$ cat config.mk
export PLATFORM = sky130hd
export DESIGN_NAME = grp_prio_intc
export DESIGN_NICKNAME = d
export VERILOG_FILES = /design/src/rtl/grp_prio_pkg.sv /design/src/rtl/gp_prio_regs.sv /design/src/rtl/gp_slot_arb.sv /design/src/rtl/gp_insvc.sv /design/src/rtl/grp_prio_intc.sv
export SDC_FILE = /design/constraint.sdc
export NUM_CORES = 1
export LEC_CHECK = 0
export ABC_AREA = 0
export BUFFER_PORTS_ARGS = -buffer_cell sky130_fd_sc_hd__clkbuf_2
export CAP_MARGIN = 15
export CORE_MARGIN = 2
export CORE_UTILIZATION = 50
export CTS_CLUSTER_SIZE = 30
export DETAILED_ROUTE_END_ITERATION = 8
export GPL_TIMING_DRIVEN = 0
export PLACE_DENSITY = 0.78
export SETUP_SLACK_MARGIN = 0.2
export SYNTH_ARGS = -nofsm -noshare
export SYNTH_HDL_FRONTEND = slang
export SYNTH_SLANG_ARGS = --single-unit
export TNS_END_PERCENT = 10
$ cat constraint.sdc
create_clock -name clk -period 5.35 [get_ports clk]
set_input_delay 0.535 -clock clk [delete_from_list [all_inputs] [get_ports clk]]
set_output_delay 0.535 -clock clk [all_outputs]
set_load 0.05 [all_outputs]
$ cat src/rtl/grp_prio_pkg.sv
package grp_prio_pkg;
  localparam int LVL_W = 2;
  localparam int NLVL  = 1 << LVL_W;
  typedef logic [LVL_W-1:0] lvl_t;
endpackage

$ cat src/rtl/gp_prio_regs.sv
module gp_prio_regs
  import grp_prio_pkg::*;
#(
  parameter int              NGRP    = 6,
  parameter int              ADDR_W  = 8,
  parameter int              DATA_W  = 8,
  parameter logic [ADDR_W-1:0] LO_ADDR = 8'hA9,
  parameter logic [ADDR_W-1:0] HI_ADDR = 8'hB9
) (
  input  logic                  clk,
  input  logic                  rst,
  input  logic                  wr_en,
  input  logic [ADDR_W-1:0]     wr_addr,
  input  logic [DATA_W-1:0]     wr_data,
  output lvl_t [NGRP-1:0]       grp_lvl
);
  logic [NGRP-1:0] lo_q, hi_q;

  always_ff @(posedge clk) begin
    if (rst) begin
      lo_q <= '0;
      hi_q <= '0;
    end else if (wr_en) begin
      if (wr_addr == LO_ADDR) lo_q <= wr_data[NGRP-1:0];
      if (wr_addr == HI_ADDR) hi_q <= wr_data[NGRP-1:0];
    end
  end

  for (genvar g = 0; g < NGRP; g++) begin : g_lvl
    assign grp_lvl[g] = {hi_q[g], lo_q[g]};
  end


  regs_cleared_chk: assert property (@(posedge clk) rst |=> (lo_q == '0 && hi_q == '0));

  foreign_write_chk: assert property (@(posedge clk) disable iff (rst)
    (wr_en && wr_addr != LO_ADDR && wr_addr != HI_ADDR) |=> ($stable(lo_q) && $stable(hi_q)));
endmodule

$ cat src/rtl/gp_slot_arb.sv
module gp_slot_arb
  import grp_prio_pkg::*;
#(
  parameter int              NSRC      = 18,
  parameter int              NGRP      = 6,
  parameter int              VEC_W     = $clog2(NSRC),
  parameter logic [NSRC-1:0] SLOT_USED = 18'h07FFF
) (
  input  lvl_t [NGRP-1:0]   grp_lvl,
  input  logic [NSRC-1:0]   elig,
  output logic              win_valid,
  output logic [VEC_W-1:0]  win_vec,
  output lvl_t              win_lvl
);
  lvl_t [NSRC-1:0] slot_lvl;
  logic [NSRC-1:0] live;

  for (genvar s = 0; s < NSRC; s++) begin : g_slot
    assign slot_lvl[s] = grp_lvl[s % NGRP];
    assign live[s]     = elig[s] & SLOT_USED[s];
  end

  // Highest level first; within a level the descending scan leaves the
  // lowest index as the final assignment.
  always_comb begin
    win_valid = 1'b0;
    win_vec   = '0;
    win_lvl   = '0;
    for (int l = NLVL - 1; l >= 0; l--) begin
      if (!win_valid) begin
        for (int s = NSRC - 1; s >= 0; s--) begin
          if (live[s] && slot_lvl[s] == lvl_t'(l)) begin
            win_valid = 1'b1;
            win_vec   = VEC_W'(s);
            win_lvl   = lvl_t'(l);
          end
        end
      end
    end
  end
endmodule

$ cat src/rtl/gp_insvc.sv
module gp_insvc
  import grp_prio_pkg::*;
(
  input  logic            clk,
  input  logic            rst,
  input  logic            set_en,
  input  lvl_t            set_lvl,
  input  logic            pop,
  output logic [NLVL-1:0] in_svc,
  output logic            top_valid,
  output lvl_t            top_lvl
);
  logic [NLVL-1:0] nxt;

  always_comb begin
    top_valid = 1'b0;
    top_lvl   = '0;
    for (int l = 0; l < NLVL; l++) begin
      if (in_svc[l]) begin
        top_valid = 1'b1;
        top_lvl   = lvl_t'(l);
      end
    end
  end

  always_comb begin
    nxt = in_svc;
    if (pop && top_valid) nxt[top_lvl] = 1'b0;
    if (set_en) nxt[set_lvl] = 1'b1;
  end

  always_ff @(posedge clk) begin
    if (rst) in_svc <= '0;
    else     in_svc <= nxt;
  end


  ack_marks_chk: assert property (@(posedge clk) disable iff (rst)
    set_en |=> in_svc[$past(set_lvl)]);

  pop_one_chk: assert property (@(posedge clk) disable iff (rst)
    (pop && !set_en && in_svc != '0) |=> ($countones(in_svc) == $countones($past(in_svc)) - 1));

  pop_top_chk: assert property (@(posedge clk) disable iff (rst)
    (pop && !set_en && top_valid) |=> !in_svc[$past(top_lvl)]);
endmodule

$ cat src/rtl/grp_prio_intc.sv
module grp_prio_intc
  import grp_prio_pkg::*;
#(
  parameter int              NGRP      = 6,
  parameter int              SLOTS     = 3,
  parameter int              ADDR_W    = 8,
  parameter int              DATA_W    = 8,
  parameter logic [ADDR_W-1:0] LO_ADDR = 8'hA9,
  parameter logic [ADDR_W-1:0] HI_ADDR = 8'hB9,
  parameter int              NSRC      = NGRP * SLOTS,
  parameter int              VEC_W     = $clog2(NSRC),
  parameter logic [NSRC-1:0] SLOT_USED = 18'h07FFF
) (
  input  logic              clk,
  input  logic              rst,
  input  logic              reg_wr,
  input  logic [ADDR_W-1:0] reg_addr,
  input  logic [DATA_W-1:0] reg_wdata,
  input  logic [NSRC-1:0]   irq_pend,
  input  logic [NSRC-1:0]   irq_en,
  input  logic              glob_en,
  input  logic              ack,
  input  logic              reti,
  output logic              int_req,
  output logic [VEC_W-1:0]  int_vec,
  output logic [LVL_W-1:0]  int_lvl,
  output logic [VEC_W-1:0]  svc_vec,
  output logic [NLVL-1:0]   in_svc
);
  lvl_t [NGRP-1:0]  grp_lvl;
  logic [NSRC-1:0]  elig;
  logic             win_valid;
  logic [VEC_W-1:0] win_vec;
  lvl_t             win_lvl;
  logic             top_valid;
  lvl_t             top_lvl;
  logic             fwd;
  logic             take;

  gp_prio_regs #(
    .NGRP(NGRP), .ADDR_W(ADDR_W), .DATA_W(DATA_W),
    .LO_ADDR(LO_ADDR), .HI_ADDR(HI_ADDR)
  ) u_regs (
    .clk(clk), .rst(rst), .wr_en(reg_wr), .wr_addr(reg_addr),
    .wr_data(reg_wdata), .grp_lvl(grp_lvl)
  );

  assign elig = irq_pend & irq_en & {NSRC{glob_en}};

  gp_slot_arb #(
    .NSRC(NSRC), .NGRP(NGRP), .VEC_W(VEC_W), .SLOT_USED(SLOT_USED)
  ) u_arb (
    .grp_lvl(grp_lvl), .elig(elig), .win_valid(win_valid),
    .win_vec(win_vec), .win_lvl(win_lvl)
  );

  assign take = ack & int_req;

  gp_insvc u_isv (
    .clk(clk), .rst(rst), .set_en(take), .set_lvl(int_lvl),
    .pop(reti), .in_svc(in_svc), .top_valid(top_valid), .top_lvl(top_lvl)
  );

  assign fwd = win_valid && (!top_valid || win_lvl > top_lvl);

  always_ff @(posedge clk) begin
    if (rst) begin
      int_req <= 1'b0;
      int_vec <= '0;
      int_lvl <= '0;
      svc_vec <= '0;
    end else begin
      int_req <= fwd & ~take;
      if (fwd) begin
        int_vec <= win_vec;
        int_lvl <= win_lvl;
      end
      if (take) svc_vec <= int_vec;
    end
  end


  no_empty_slot_chk: assert property (@(posedge clk) disable iff (rst)
    int_req |-> SLOT_USED[int_vec]);

  glob_gate_chk: assert property (@(posedge clk) disable iff (rst)
    !glob_en |=> !int_req);

  above_svc_chk: assert property (@(posedge clk) disable iff (rst)
    int_req |-> ((in_svc >> int_lvl) == '0));

  ack_drop_chk: assert property (@(posedge clk) disable iff (rst)
    take |=> (!int_req && svc_vec == $past(int_vec)));
endmodule

==> flow_summary.rst <==
.. list-table::
   :header-rows: 1

   * - Metric
     - Value
   * - Number of flops mapped to enable cells by yosys
     - 0
   * - Most prevalent standard cell on the critical path
     - buf_6
   * - Count of endpoints failing setup in the final report
     - 0
   * - CTS tree
     - yes
   * - Combined area of all synthesized cells
     - 2522 um^2
   * - Number of input and output port buffers inserted
     - 62
   * - Type of element capturing the critical path
     - flop
   * - Fraction of the yosys area taken by sequential cells
     - 21.43%
   * - Total power divided by cell area
     - 160.7 nW/um^2
   * - Die Ht
     - 75.03 um
   * - Worst Setup Start Kind
     - primary input
   * - Slowest stage cell, crit path
     - nor4_4
   * - Crit path max fanout
     - 10
   * - Post-CTS Setup Bufs
     - 0
   * - Buffer type at the clock tree root
     - clkbuf_8
   * - Via count of the first global-routing pass
     - 2671
   * - Clock skew
     - 0.002979 ns
   * - Number of different library cells in the post-synthesis netlist
     - 73
   * - Setup TNS
     - 0 ns
   * - Fill count
     - 467
   * - CTS Buffer Depth
     - 2
   * - Post-layout min period
     - 3.306 ns
   * - Most frequent cell after synthesis
     - nor2_1
   * - Number of top-level pins
     - 75
   * - Number of buffers added by the clock tree synthesis step
     - 3
   * - Most frequently used flop master after synthesis
     - dfxtp_1
   * - Final worst-path cycle share
     - 61.80%
   * - Clock latency at the later pin of the worst-skew pair
     - 0.27 ns
   * - Starting density of the core
     - 52.71%
   * - Most common library cells after synthesis
     - nor2_1 (47), nand2_1 (32), dfxtp_1 (27), o22ai_1 (20)
   * - First-pass GRT wire length
     - 13050 um
   * - Tot GR Track Use
     - 30.34%
   * - Estimated wirelength of the detail-placed design
     - 6480 um
   * - Number of cells produced by synthesis
     - 336
   * - Synth area leaders
     - dfxtp_1 (21%), nor2_1 (7.0%), o22ai_1 (5.0%)
   * - Maximum clock rate
     - 302.4 MHz
   * - Residual antenna-violating net count after detailed routing
     - 0
   * - Transition time at the pin with the least slew margin
     - 0.6959 ns
   * - # Max-Cap Violations
     - 0
   * - Leakage power total
     - 1.186 nW
   * - Maximum level of the CTS H-tree
     - 1
   * - Category of the critical setup timing path
     - in -> reg
   * - Headroom to the max-slew limit
     - 53.00%
   * - Layout-stage area growth over the synthesis result
     - 17.56%
   * - Required @ worst endpoint
     - 5.53 ns
   * - # DRC
     - 0
   * - Crit path cell chain
     - buf_6 -> nand3_1 -> o22ai_1 -> nor4_4 -> and2_2 -> a21boi_0 -> ha_1 -> nand2_1 -> o21ai_0 -> o41ai_1 -> o31a_1 -> buf_6 -> nor2_1 -> a211oi_1
   * - Detail-routed via count per cell
     - 6.253
   * - Yosys warning total
     - 0
   * - Standard-cell rows
     - 25
   * - Async SR Flop Fraction
     - 0%
   * - Std-Cell Core Area
     - 4786 um^2
   * - Total die area
     - 5629 um^2
   * - Num Clock Sinks
     - 27
   * - Antenna diode count
     - 0
   * - Biggest cell delay along the critical path
     - 0.42 ns
   * - Initial antenna violation count
     - 0
   * - Final RePlAce weighted congestion
     - 0.9539
   * - Vias
     - 2939
   * - Post_cts resized
     - 0
   * - Worst slack at placement
     - 1.756 ns
   * - Count of state elements after synthesis
     - 27
   * - Post-synth top area share
     - 21.43%
   * - Count of final max-slew check failures
     - 0
   * - Horizontal extent of the die
     - 75.03 um
   * - Data arrival time of the critical path
     - 3.49 ns
   * - Routed wire length
     - 8114 um
   * - Kind of path behind the tightest hold check
     - reg -> reg
   * - Overflow after GRT
     - 0
   * - RSZ-0062 raised after global routing
     - false
   * - Run status
     - completed
   * - Syn Area/Cell
     - 7.507 um^2
   * - Highest ir drop seen on vdd
     - 0.1372 mV
   * - Number of detailed-routing iterations run before antenna repair
     - 5
   * - Quantity of hold-fixing buffers added after cts
     - 0
   * - Number of DRC markers after the initial detailed-route iteration
     - 350
   * - CTS clk-pin slew, worst paths
     - 0.09 ns
   * - Fin nets
     - 464
   * - Ratio of cells with drive above 1 in the final layout
     - 25.06%
   * - Dominant cell type by area after synthesis
     - dfxtp_1
   * - Largest net degree at the start of global routing
     - 15
   * - Final worst slack
     - 2.044 ns
   * - Hold Fails Final Rpt
     - 0
   * - Average detailed-routed wire length per instance
     - 17.26 um
==> cells in the final DEF (no fill, tap or decap), drive strengths merged, types with 3 or more instances in the layout <==
cell / count
nand2: 32
nor2: 47
o211ai: 3
nor4: 6
a22oi: 5
a22o: 3
a211oi: 8
a21oi: 14
clkbuf: 73
mux2i: 12
buf: 8
a31oi: 3
o21ai: 12
o21bai: 3
o22ai: 22
or3: 3
nand3: 20
and3: 10
a311oi: 3
inv: 7
nand2b: 8
nor3: 8
dfxtp: 27
nor2b: 10
o31ai: 3
nand4: 4
and2: 5
or2: 5
==> critical path, delay by kind of cell <==
kind | cells | cell delay [ns]
adders and majority gates | 1 | 0.29
AOI/OAI and AO/OA | 6 | 1.30
buffers and inverters | 2 | 0.26
and+or+nand+nor | 5 | 1.07
==> logic make-up (layout without fill, tap and decap cells) <==
| group | after synthesis | count (layout) | share of synthesized area (%) |
|---|---|---|---|
| multiplexers | 12 | 12 | 4.762 |
| AND/OR/NAND/NOR | 168 | 168 | 37.75 |
| buffers and inverters | 22 | 88 | 5.109 |
| other | 1 | 2 | 0.1487 |
| AO/OA/AOI/OAI | 104 | 104 | 29.81 |
| flip-flops | 27 | 27 | 21.43 |
| adder cells (fa/ha/maj) | 2 | 2 | 0.9919 |
==> where the power goes <==
part / switching [W] / leakage, nW / internal (W)
clock network: 0.0000624 / 0.0228 / 0.0000534
registers: 0.00000796 / 0.219 / 0.000210
logic: 0.0000926 / 0.944 / 0.0000498
==> per-layer routing <==
layer	track usage, %	up-vias	routed length (um)
li1	-	1412	-
met3	5.756	22	708
met2	46.78	160	3633
met4	8.532	0	226
met1	43.19	1345	3546
met5	0	-	0
==> stage by stage <==
step	power [W]	utilization (%)	cells	cell area [um^2]	hold WS, ns
3_5_place_dp	0.0003637	61.02	466	2920	0.4467
2_1_floorplan	0.0003179	-	337	2526	0.5260
5_1_grt	0.0005009	61.96	470	2965	0.4821
6_report	0.0004764	61.96	470	2965	0.4576
3_3_place_gp	0.0003617	61.02	466	2920	0.4429
4_1_cts	0.0004783	61.96	470	2965	0.4595
==> final timing paths <==
kind	startpoint	end	slack, ns	cells after the start
worst max register to register	u_regs.hi_q[1]$_SDFFE_PP0P_	int_vec[3]$_SDFFE_PP0P_	2.06	13
worst min-delay path	svc_vec[0]$_SDFFE_PP0P_	svc_vec[0]$_SDFFE_PP0P_	0.46	2
worst min register to register	svc_vec[0]$_SDFFE_PP0P_	svc_vec[0]$_SDFFE_PP0P_	0.46	2
worst max-delay path	glob_en	int_vec[3]$_SDFFE_PP0P_	2.04	14
==> area by class of cell <==
type	instances	area (um^2)	area share (%)
repair buffers	62	310.3	10.46
multi-input cells	288	1857	62.62
well taps	67	83.83	2.827
inverters	7	26.28	0.8861
flip-flops and latches	27	540.5	18.23
plain buffers	15	102.6	3.460
clock buffers	4	45.04	1.519
==> state kept, by name (all words and copies together) (netlist names) <==
register      count
u_isv.in_svc      4
int_vec           4
u_regs.lo_q       6
svc_vec           4
int_lvl           2
int_req           1
u_regs.hi_q       6
Note: power is estimated with default switching activity, not from simulation.
